`src/rtl/bwait_pkg.sv`:
```
package bwait_pkg;

   localparam int AREA_W  = 3;
   localparam int N_AREAS = 1 << AREA_W;

   typedef enum logic [2:0] {
      CLS_ONCHIP = 3'd0,
      CLS_PERIPH = 3'd1,
      CLS_MUXIO  = 3'd2,
      CLS_DRAM   = 3'd3,
      CLS_EXT1   = 3'd4,
      CLS_EXTS   = 3'd5,
      CLS_EXTL   = 3'd6
   } area_cls_e;

   // Class of one area, given the mapping flags.
   function automatic area_cls_e map_area(input int idx, input logic ints,
                                          input logic dram, input logic mux);
      area_cls_e c;
      case (idx)
         0:       c = ints ? CLS_ONCHIP : CLS_EXTL;
         1:       c = dram ? CLS_DRAM   : CLS_EXT1;
         2:       c = CLS_EXTL;
         5:       c = ints ? CLS_PERIPH : CLS_EXTS;
         6:       c = mux  ? CLS_MUXIO  : CLS_EXTL;
         7:       c = ints ? CLS_ONCHIP : CLS_EXTS;
         default: c = CLS_EXTS;
      endcase
      return c;
   endfunction

endpackage

```
`src/rtl/bwait_areamap.sv`:
```
module bwait_areamap
   import bwait_pkg::*;
(
   input  logic [AREA_W-1:0] area,
   input  logic              int_space,
   input  logic              dram1_en,
   input  logic              mux6_en,
   output area_cls_e         cls
);

   area_cls_e cls_v [N_AREAS];

   for (genvar g = 0; g < N_AREAS; g++) begin : g_area
      assign cls_v[g] = map_area(g, int_space, dram1_en, mux6_en);
   end

   assign cls = cls_v[area];

endmodule

```
`src/rtl/bwait_timing.sv`:
```
module bwait_timing
   import bwait_pkg::*;
#(
   parameter int LW_W        = 2,
   parameter int MUX_BASE    = 4,
   parameter int PERIPH_BASE = 3,
   parameter int CNT_W       = 3
)(
   input  area_cls_e        cls,
   input  logic             wr,
   input  logic             wbit,
   input  logic             wr1_wait,
   input  logic [LW_W-1:0]  lw_sel,
   output logic [CNT_W-1:0] base_m1,
   output logic             honour,
   output logic             bad
);

   localparam logic [CNT_W-1:0] ONE    = CNT_W'(1);
   localparam logic [CNT_W-1:0] PER_M1 = CNT_W'(PERIPH_BASE - 1);
   localparam logic [CNT_W-1:0] MUX_M1 = CNT_W'(MUX_BASE - 1);

   always_comb begin
      base_m1 = '0;
      honour  = 1'b0;
      bad     = 1'b0;
      case (cls)
         CLS_ONCHIP: base_m1 = '0;
         CLS_PERIPH: base_m1 = PER_M1;
         CLS_MUXIO: begin
            base_m1 = MUX_M1;
            honour  = 1'b1;
         end
         CLS_DRAM: begin
            if (wbit) begin
               base_m1 = ONE;
               honour  = 1'b1;
            end
         end
         CLS_EXT1: begin
            if (wr) begin
               base_m1 = ONE;
               honour  = wr1_wait;
               bad     = ~wr1_wait;
            end else if (wbit) begin
               base_m1 = ONE;
               honour  = 1'b1;
            end
         end
         CLS_EXTS: begin
            if (wr || wbit) begin
               base_m1 = ONE;
               honour  = 1'b1;
            end
         end
         CLS_EXTL: begin
            base_m1 = CNT_W'(lw_sel) + ONE;
            honour  = wr | wbit;
         end
         default: base_m1 = '0;
      endcase
   end

endmodule

```
`src/rtl/bwait_ctrl.sv`:
```
module bwait_ctrl #(
   parameter int CNT_W = 3
)(
   input  logic             clk,
   input  logic             rst_n,
   input  logic             start,
   input  logic [CNT_W-1:0] base_m1,
   input  logic             honour,
   input  logic             bad,
   input  logic             wait_n,
   output logic             busy,
   output logic             done,
   output logic             err
);

   logic             busy_q;
   logic [CNT_W-1:0] rem_q;
   logic             hon_q;
   logic             bad_q;
   logic             last_base;
   logic             fin;
   logic             accept;

   assign last_base = (rem_q == '0);
   assign fin       = busy_q & last_base & (~hon_q | wait_n);
   assign accept    = start & (~busy_q | fin);

   always_ff @(posedge clk or negedge rst_n) begin
      if (!rst_n) begin
         busy_q <= 1'b0;
         rem_q  <= '0;
         hon_q  <= 1'b0;
         bad_q  <= 1'b0;
      end else if (accept) begin
         busy_q <= 1'b1;
         rem_q  <= base_m1;
         hon_q  <= honour;
         bad_q  <= bad;
      end else if (fin) begin
         busy_q <= 1'b0;
      end else if (busy_q && !last_base) begin
         rem_q  <= rem_q - CNT_W'(1);
      end
   end

   assign busy = busy_q;
   assign done = fin;
   assign err  = fin & bad_q;

endmodule

```
`src/rtl/bwait_seq.sv`:
```
module bwait_seq
   import bwait_pkg::*;
#(
   parameter int LW_W        = 2,
   parameter int MUX_BASE    = 4,
   parameter int PERIPH_BASE = 3
)(
   input  logic               clk,
   input  logic               rst_n,
   input  logic               start,
   input  logic [AREA_W-1:0]  area,
   input  logic               wr,
   input  logic               int_space,
   input  logic               dram1_en,
   input  logic               mux6_en,
   input  logic [N_AREAS-1:0] wait_en,
   input  logic               wr1_wait,
   input  logic [LW_W-1:0]    lw_sel,
   input  logic               wait_n,
   output logic               busy,
   output logic               done,
   output logic               err
);

   localparam int LONG_BASE = 1 + (1 << LW_W);
   localparam int MAX_A     = (LONG_BASE > MUX_BASE) ? LONG_BASE : MUX_BASE;
   localparam int MAX_BASE  = (MAX_A > PERIPH_BASE) ? MAX_A : PERIPH_BASE;
   localparam int CNT_W     = $clog2(MAX_BASE);

   if (LW_W < 1 || LW_W > 4) begin : g_bad_lw
      $error("bwait_seq: LW_W must lie in 1..4");
   end
   if (MUX_BASE < 2) begin : g_bad_mux
      $error("bwait_seq: MUX_BASE must be at least 2");
   end
   if (PERIPH_BASE < 1) begin : g_bad_per
      $error("bwait_seq: PERIPH_BASE must be at least 1");
   end

   area_cls_e        cls;
   logic [CNT_W-1:0] base_m1;
   logic             honour;
   logic             bad;

   bwait_areamap u_map (
      .area      (area),
      .int_space (int_space),
      .dram1_en  (dram1_en),
      .mux6_en   (mux6_en),
      .cls       (cls)
   );

   bwait_timing #(
      .LW_W        (LW_W),
      .MUX_BASE    (MUX_BASE),
      .PERIPH_BASE (PERIPH_BASE),
      .CNT_W       (CNT_W)
   ) u_timing (
      .cls      (cls),
      .wr       (wr),
      .wbit     (wait_en[area]),
      .wr1_wait (wr1_wait),
      .lw_sel   (lw_sel),
      .base_m1  (base_m1),
      .honour   (honour),
      .bad      (bad)
   );

   bwait_ctrl #(
      .CNT_W (CNT_W)
   ) u_ctrl (
      .clk     (clk),
      .rst_n   (rst_n),
      .start   (start),
      .base_m1 (base_m1),
      .honour  (honour),
      .bad     (bad),
      .wait_n  (wait_n),
      .busy    (busy),
      .done    (done),
      .err     (err)
   );

endmodule

```
`config.mk`:
```
export PLATFORM = sky130hd
export DESIGN_NAME = bwait_seq
export DESIGN_NICKNAME = d
export VERILOG_FILES = /design/src/rtl/bwait_pkg.sv /design/src/rtl/bwait_areamap.sv /design/src/rtl/bwait_timing.sv /design/src/rtl/bwait_ctrl.sv /design/src/rtl/bwait_seq.sv
export SDC_FILE = /design/constraint.sdc
export NUM_CORES = 1
export LEC_CHECK = 0
export BUFFER_PORTS_ARGS = -buffer_cell sky130_fd_sc_hd__buf_2
export CAP_MARGIN = 0
export CORE_MARGIN = 2
export CORE_UTILIZATION = 35
export DETAILED_ROUTE_END_ITERATION = 10
export MAX_ROUTING_LAYER = met4
export PLACE_DENSITY = 0.61
export SYNTH_ARGS = -nofsm -noshare
export SYNTH_HDL_FRONTEND = slang
export SYNTH_SLANG_ARGS = --single-unit
```
`constraint.sdc`:
```
create_clock -name clk -period 1.75 [get_ports clk]
set_input_delay 0.175 -clock clk [delete_from_list [all_inputs] [get_ports clk]]
set_output_delay 0.175 -clock clk [all_outputs]
set_load 0.01 [all_outputs]
```
==> impl_metrics.tcl, run 1 <==
set metrics [dict create \
    synth_edf_count 0 \
    tightest_slew_ps 395 \
    syn_nets 93 \
    first_pass_iters 4 \
    h-tree-depth 1 \
    grt_pass1_wl_um 2100 \
    ys_seq_elements 6 \
    rsz0062_at_grt "no" \
    fin_skew_ps 0.560 \
    netlist_instances 68 \
    synth_warnings 0 \
    io_buffers 24 \
    antenna_found_initial 0 \
    drt_iter0_drc 12 \
    setup_tns_ps 0 \
    ys.flop_type "dfrtp_1" \
    crit_chain "inv_1 -> ha_1 -> nand4b_1 -> a21bo_2 -> a2111oi_1 -> a221o_1" \
    hpwl_um 1050 \
    cts-hold-fix-buffers 1 \
    synthTopCellsByCount "nand2_1, dfrtp_1, inv_1" \
    die_y_um 45.0 \
    maxSlewHeadroom 0.734 \
    vdd_ir_drop_max_mv 0.304 \
    grt-ovfl-total 0 \
    post_synth_main_area_contributors "dfrtp_1, ha_1, mux2i_1" \
    via_count 607 \
    yosys.area_share.simple 0.197 \
    synth.distinct_cells 34 \
    hold_path_class "input port to register" \
    wl_per_cell_um 11.1 \
    fmax_mhz 613 \
    synth_compound_area_frac 0.261 \
    drtAntennaViolNets 0 \
    cts_buffer_depth 2 \
    ys_seq_area_frac 0.255 \
    netlist.area_leader.share 0.255 \
    layoutNonFillerInstCount 111 \
    post_synth_fa_ha_maj_area_fraction 0.0637 \
    critPathMaxStageDelay_ps 380 \
    root_buffer "clkbuf_4" \
    crit_path_start_kind "register" \
    crit_start "u_ctrl.rem_q[0]" \
    synth-async-reset-ratio 1.00 \
    routed-wl-met3_um 88 \
    area_growth_syn_to_layout_pct 28.9 \
    dr.max_layer_used "met4" \
    ios 25 \
    muxShareOfSynthArea 0.134 \
    core_area_mm2 0.00154 \
    leakage_nw 0.379 \
    initial_core_util 0.382 \
    fillers 168 \
    viasPerCell 5.47 \
    placementRows 14 \
    numCtsBuffers 3 \
    worst_r2r_startpoint "u_ctrl.rem_q[0]" \
    multi_input_area_um2 395 \
    endpoint_kind "register" \
    postCtsSetupBuffers 0 \
    final-seq-area_um2 150 \
    r2r_cells 6 \
    cts_tree "built" \
    drc_errors 0 \
    totalWireLength_um 1230 \
    diodes 0 \
    hold_violations 0 \
    synth_area_um2 589 \
    path_class "register to register" \
    cellPowerDensity_mw_per_mm2 1060 \
    clock_latency_ps 240 \
    wl_met2_um 582 \
    die_x_um 45.0 \
    slew_violations 0 \
    grt_max_degree 10 \
    outcome "finished, final reports clean" \
    endpoint "u_ctrl.hon_q" \
    clock_sinks 6 \
    grt_pass1_vias 546 \
    total_power_w 0.000805 \
    fin_crit_sh 0.932 \
    gp_congestion 0.800 \
    setup_viol 0 \
    synth_most_common_cell "nand2_1" \
    synth_top_family_by_area "compound AO/OA/AOI/OAI gates" \
    synth_xor_xnor_area_share 0.0149 \
    cts_resized 0 \
    dp_cells 107 \
    fin_nets 122 \
    grtUsageTotal 0.148 \
    synth_largest_area_cell "dfrtp_1" \
    cp_data_required_time_ps 1930 \
    die_area_mm2 0.00203 \
    crit_slowest_cell "dfrtp_1" \
    maxCapViolations 0 \
    wl_met1_um 526 \
    path_clk_slew_ps 40 \
    r2r_setup_slack_ps 120 \
    layout-drive-gt1-share 0.347 \
    cp_max_fo 4 \
    r2r_end "u_ctrl.hon_q" \
    synth_area_per_cell_um2 8.67 \
    layout_min_cycle_time_ps 1630 \
    crit_arrival_ps 1810 \
]
## sequential cells by signal, summed over array words and instances, names as in the netlist
name	count
u_ctrl.bad_q	1
u_ctrl.busy	1
u_ctrl.hon_q	1
u_ctrl.rem_q	3
## power by group
part           internal, W  switching [W]
Combinational     0.000216       0.000218
Clock            0.0000774      0.0000472
Sequential        0.000204      0.0000416
## per-stage QoR
stage	setup WS, ps	area, µm²	hold WS (ps)	utilization
after global routing	11.1	759	132	0.493
after floorplan	122	589	-121	-
final	119	759	122	0.493
after global placement	57.3	727	2.94	0.472
after detailed placement	39.1	727	4.33	0.472
after CTS	107	759	115	0.493
## worst min path at each step
stage / slack (ps) / startpoint / end / cells past startpoint
detailed placement: 4 / rst_n / u_ctrl.busy / 1
global placement: 3 / rst_n / u_ctrl.busy / 1
floorplan: -120 / rst_n / u_ctrl.bad_q / 0
CTS: 120 / start / u_ctrl.busy / 2
global route: 130 / start / u_ctrl.busy / 2
finish: 120 / start / u_ctrl.busy / 2
## cells in the final DEF, fill, tap and decap left out, drive strengths merged
master	instances
xnor2	1
a21boi	2
buf	27
o22ai	2
o31ai	2
mux2i	3
a21bo	1
clkbuf	3
nor2	4
nor3	1
a32oi	1
and2	2
nand2	8
a21oi	4
a2111oi	1
dlygate4sd3	1
nand3	2
o21ai	3
a21o	1
dfrtp	6
nand3b	1
o311ai	1
ha	3
nand4b	2
o21bai	1
a221o	1
a32o	1
nor2b	2
inv	5
mux4	2
nand2b	1
## critical path, delay by kind of cell (launching register included)
family	cells	cell delay, ps
buf+inv	1	90
fa+ha+maj	1	200
simple gates	1	160
compound gates	3	740
flops	1	380
## final cells by class
class / count / share of cell area
Clock buffer: 3 / 0.0297
Inverter: 5 / 0.0247
Sequential cell: 6 / 0.198
Tap cell: 16 / 0.0264
Multi-Input combinational cell: 53 / 0.521
Timing Repair Buffer: 28 / 0.201
## logic make-up after synthesis
group                    count (synthesis)
AND/OR/NAND/NOR                         23
multiplexers                             5
buffers and inverters                    9
AO/OA/AOI/OAI                           21
flip-flops                               6
XOR/XNOR                                 1
adder cells (fa/ha/maj)                  3
## metal layers
metal | GRT usage | up-vias
met1 | 0.168 | 265
li1 | - | 307
met5 | - | -
met4 | 0.141 | 0
met2 | 0.234 | 31
met3 | 0 | 4
Note: power is estimated with default switching activity, not from simulation.
==> run 2: changes to the inputs <==
--- a/config.mk
+++ b/config.mk
@@ -11,7 +11,7 @@
 export CORE_UTILIZATION = 35
 export DETAILED_ROUTE_END_ITERATION = 10
 export MAX_ROUTING_LAYER = met4
-export PLACE_DENSITY = 0.61
+export PLACE_DENSITY = 0.63
 export SYNTH_ARGS = -nofsm -noshare
 export SYNTH_HDL_FRONTEND = slang
 export SYNTH_SLANG_ARGS = --single-unit
==> constraint.sdc (replaced) <==
create_clock -name clk -period 1.4 [get_ports clk]
set_input_delay 0.28 -clock clk [delete_from_list [all_inputs] [get_ports clk]]
set_output_delay 0.28 -clock clk [all_outputs]
set_load 0.01 [all_outputs]
==> impl_metrics.tcl, run 2 (synthesis gave the netlist of run 1 again) <==
set metrics [dict create \
    gp_congestion 0.737 \
    largest_reg_flops 3 \
    setup_ws_ps -247 \
    pre_cts_ws_ps -411 \
    grt_max_degree 10 \
    hold_violations 0 \
    viasPerCell 5.15 \
    crit_slowest_cell "dfrtp_1" \
    antenna_found_initial 0 \
    maxCapViolations 0 \
    hold_path_class "input port to register" \
    dp_cells 122 \
    cts_buffer_depth 2 \
    drt_iter0_drc 5 \
    grt_pass1_wl_um 2330 \
    cellPowerDensity_mw_per_mm2 1410 \
    busiest_layer "met2" \
    cp_max_fo 2 \
    crit_top_cell "inv_2" \
    core_area_mm2 0.00154 \
    h-tree-depth 1 \
    fillers 146 \
    grt-ovfl-total 0 \
    setup_viol 7 \
    mostFrequentLayoutCells "buf_2, buf_4, nand2_1" \
    path_class "register to primary output" \
    endpoint_kind "primary output" \
    violations "setup timing" \
    via_count 664 \
    vdd_ir_drop_max_mv 0.455 \
    outcome "finished, violations left" \
    rsz0062_at_grt "yes" \
    initial_core_util 0.382 \
    grtUsageTotal 0.161 \
    cpLargestDelayFamily "buffers and inverters" \
    clock_sinks 6 \
    hpwl_um 1130 \
    drtAntennaViolNets 0 \
    io_buffers 24 \
    root_buffer "clkbuf_4" \
    path_clk_slew_ps 40 \
    die_area_mm2 0.00203 \
    gr-usage-met1 0.180 \
    layout_commonest_cell "buf_2" \
    leakage_nw 0.463 \
    maxSlewHeadroom 0.767 \
    grt_use_met3 0 \
    numCtsBuffers 3 \
    wl_per_cell_um 10.9 \
    die_x_um 45.0 \
    die_y_um 45.0 \
    placementRows 14 \
    fin_nets 140 \
    critPathMaxStageDelay_ps 380 \
    area_growth_syn_to_layout_pct 59.7 \
    crit_arrival_ps 1370 \
    fin_crit_sh 1.18 \
    cp_data_required_time_ps 1120 \
    fin_skew_ps 0.314 \
    clock_latency_ps 240 \
    setup_tns_ps -887 \
    largest-register "u_ctrl.rem_q" \
    tightest_slew_ps 344 \
    slew_violations 0 \
    grt_pass1_vias 618 \
    first_pass_iters 3 \
    diodes 0 \
    met2_usage 0.283 \
    crit_path_start_kind "register" \
    drc_errors 0 \
    layoutNonFillerInstCount 129 \
    layout_min_cycle_time_ps 1650 \
    ios 25 \
    cts_tree "built" \
    totalWireLength_um 1410 \
    layout-drive-gt1-share 0.531 \
    crit_chain "inv_2 -> ha_4 -> nand4b_1 -> buf_4 -> inv_2 -> and2_1 -> buf_2" \
    crit_buf_inv 4 \
    fmax_mhz 607 \
]
-- run 2: cell count changes in the layout (fill, tap and decap cells not counted), moves of 2 or more --
| cell | change |
|---|---|
| inv_1 | -3 |
| buf_4 | +18 |
| o31ai_2 | +2 |
| o31ai_1 | -2 |
| inv_2 | +3 |
-- run 2: worst paths after layout --
check | start | end | slack [ps] | cells after the start
max in group asynchronous | rst_n | u_ctrl.hon_q | 870 | 2
min in group asynchronous | rst_n | u_ctrl.rem_q[2] | 390 | 2
worst min register to register | u_ctrl.bad_q | u_ctrl.bad_q | 480 | 2
worst min-delay path | start | u_ctrl.busy | 230 | 2
worst max register to register | u_ctrl.rem_q[0] | u_ctrl.hon_q | -220 | 7
worst max-delay path | u_ctrl.rem_q[0] | err | -250 | 7
-- run 2: report_power, final --
part	internal [W]	switching, W
registers	0.000255	0.0000483
logic	0.000496	0.000370
clock network	0.0000968	0.0000602
total	0.000847	0.000479
-- run 2: through the flow --
step	hold WS [ps]	cell area (µm²)	utilization	total power [W]
final	235	941	0.610	0.00133
after global routing	240	941	0.610	0.00147
after CTS	225	916	0.594	0.00130
after detailed placement	112	842	0.546	0.00102
after global placement	107	842	0.546	0.000987
after floorplan	-15.6	598	-	0.000721
-- run 2: cell type report --
class / instances / area (µm²) / area share
clock buffers: 3 / 22.5 / 0.0239
inverters: 5 / 18.8 / 0.0199
well taps: 16 / 20.0 / 0.0213
flip-flops and latches: 6 / 150 / 0.160
repair buffers: 46 / 294 / 0.313
multi-input cells: 53 / 435 / 0.463
-- run 2: what timing repair did --
action / CTS / global route
pin swaps: 6 / 1
hold buffers: 1 / 0
endpoints found under the setup margin: 7 / 7
cloned: 0 / 0
gates resized for setup: 10 / 2
setup buffers: 2 / 1
hold endpoints to repair: 6 / 0
-- run 2: routing by layer --
layer  part of all wire  vias to the layer above  routed length (µm)
li1                   -                      342                   -
met1               0.42                      302                 589
met2               0.53                       18                 745
met3              0.038                        2                  53
met4              0.012                        0                  17
met5                  0                        -                   0
==> run 3: changes to the inputs <==
--- a/config.mk
+++ b/config.mk
@@ -8,10 +8,10 @@
 export BUFFER_PORTS_ARGS = -buffer_cell sky130_fd_sc_hd__buf_2
 export CAP_MARGIN = 0
 export CORE_MARGIN = 2
-export CORE_UTILIZATION = 35
+export CORE_UTILIZATION = 41
 export DETAILED_ROUTE_END_ITERATION = 10
 export MAX_ROUTING_LAYER = met4
-export PLACE_DENSITY = 0.63
+export PLACE_DENSITY = 0.72
 export SYNTH_ARGS = -nofsm -noshare
 export SYNTH_HDL_FRONTEND = slang
 export SYNTH_SLANG_ARGS = --single-unit
==> impl_metrics.tcl, run 3 (synthesis gave the netlist of run 1 again) <==
set metrics [dict create \
    cts_tree "built" \
    slew_violations 0 \
    r2r_cells 6 \
    via_count 704 \
    maxSlewHeadroom 0.756 \
    placed_cell_area_um2 863 \
    first_pass_iters 4 \
    holdPathStages 2 \
    drtAntennaViolNets 0 \
    ios 25 \
    vdd_ir_drop_max_mv 0.542 \
    root_buffer "clkbuf_4" \
    drt_iter0_drc 5 \
    die_y_um 41.9 \
    gp_congestion 0.820 \
    fmax_mhz 602 \
    placementRows 13 \
    drc_errors 0 \
    initial_core_util 0.447 \
    critPathMaxStageDelay_ps 380 \
    cts_buffer_depth 2 \
    layout_min_cycle_time_ps 1660 \
    diodes 0 \
    io_buffers 24 \
    fin_crit_sh 1.19 \
    totalWireLength_um 1690 \
    path_clk_slew_ps 40 \
    numCtsBuffers 3 \
    violations "setup timing" \
    path_class "register to primary output" \
    cp_data_required_time_ps 1120 \
    clock_latency_ps 250 \
    grtUsageTotal 0.204 \
    final_area_mm2 0.00104 \
    viasPerCell 5.21 \
    clock_sinks 6 \
    crit_start "u_ctrl.rem_q[0]" \
    hpwl_um 1240 \
    fin_skew_ps 1.57 \
    setup_ws_ps -262 \
    leakage_nw 0.507 \
    grt_max_degree 10 \
    min_from "start" \
    r2r_setup_slack_ps -150 \
    layout_commonest_cell "buf_4" \
    area_growth_syn_to_layout_pct 77.3 \
    final_util 0.793 \
    worst_r2r_startpoint "u_ctrl.rem_q[0]" \
    grt-ovfl-total 0 \
    core_area_mm2 0.00132 \
    fin_nets 147 \
    maxCapViolations 0 \
    largest-register "u_ctrl.rem_q" \
    grt_pass1_vias 727 \
    crit_arrival_ps 1380 \
    r2r_end "u_ctrl.hon_q" \
    hold_path_class "input port to register" \
    layout-drive-gt1-share 0.583 \
    tightest_slew_ps 361 \
    setup_viol 7 \
    cp_max_fo 2 \
    cellPowerDensity_mw_per_mm2 1550 \
    h-tree-depth 1 \
    antenna_found_initial 0 \
    mostFrequentLayoutCells "buf_4, buf_2, nand2_1, dfrtp_1, nor2_1" \
    grt_pass1_wl_um 2680 \
    crit_path_start_kind "register" \
    die_x_um 41.9 \
    die_area_mm2 0.00176 \
    crit_slowest_cell "dfrtp_1" \
    largest_reg_flops 3 \
    hold_violations 0 \
    pre_cts_ws_ps -392 \
    setup_tns_ps -1080 \
    outcome "finished, violations left" \
    min_to "u_ctrl.busy" \
    wl_per_cell_um 12.5 \
    rsz0062_at_grt "yes" \
    endpoint_kind "primary output" \
    crit_chain "inv_2 -> ha_4 -> nand4b_1 -> buf_4 -> inv_4 -> and2_4 -> buf_6" \
]
run 3: cell count changes in the layout (fill, tap and decap cells not counted), sizes merged:
cell,delta
buf,+7
run 3: worst max path at each step:
| stage | end | cells after the start |
|---|---|---|
| 2_1_floorplan | u_ctrl.hon_q | 6 |
| 3_3_place_gp | u_ctrl.hon_q | 6 |
| 4_1_cts | err | 7 |
| 6_report | err | 7 |
| 5_1_grt | err | 7 |
| 3_5_place_dp | u_ctrl.hon_q | 6 |
run 3: timing repair:
action | CTS | global route
setup endpoints to repair | 7 | 7
buffers inserted | 5 | 2
endpoints found under the hold margin | 6 | 0
gates resized for setup | 11 | 12
pin swaps | 4 | 2
hold buffers | 1 | 0
run 3: stage by stage:
| step | hold WS, ps | power [W] | cells |
|---|---|---|---|
| 3_5_place_dp | 108 | 0.00105 | 124 |
| 3_3_place_gp | 107 | 0.00101 | 124 |
| 4_1_cts | 239 | 0.00140 | 133 |
| 2_1_floorplan | -15.6 | 0.000721 | 68 |
| 5_1_grt | 234 | 0.00176 | 135 |
| 6_report | 235 | 0.00162 | 135 |
run 3: critical path: cells and delay by family (launching register included):
family                   cells  cell delay (ps)
AND/OR/NAND/NOR              2              230
flip-flops                   1              380
buffers and inverters        4              390
adder cells (fa/ha/maj)      1              140
run 3: metal layers:
layer	up-vias	wire, µm	global-route usage
li1	358	-	-
met1	321	612	0.186
met2	23	985	0.413
met3	2	69	0.0130
met4	0	23	0.0968
met5	-	0	-
run 3: power by group:
| group | switching (W) | total [W] | internal, W |
|---|---|---|---|
| combinational | 0.000503 | 0.00116 | 0.000653 |
| sequential | 0.0000455 | 0.000300 | 0.000255 |
| clock | 0.0000637 | 0.000161 | 0.0000970 |
run 3: area by class of cell:
type,instances,area (µm²)
Clock buffer,3,22.5
Fill cell,89,273
Inverter,5,21.3
Multi-Input combinational cell,53,472
Sequential cell,6,150
Tap cell,15,18.8
Timing Repair Buffer,53,360
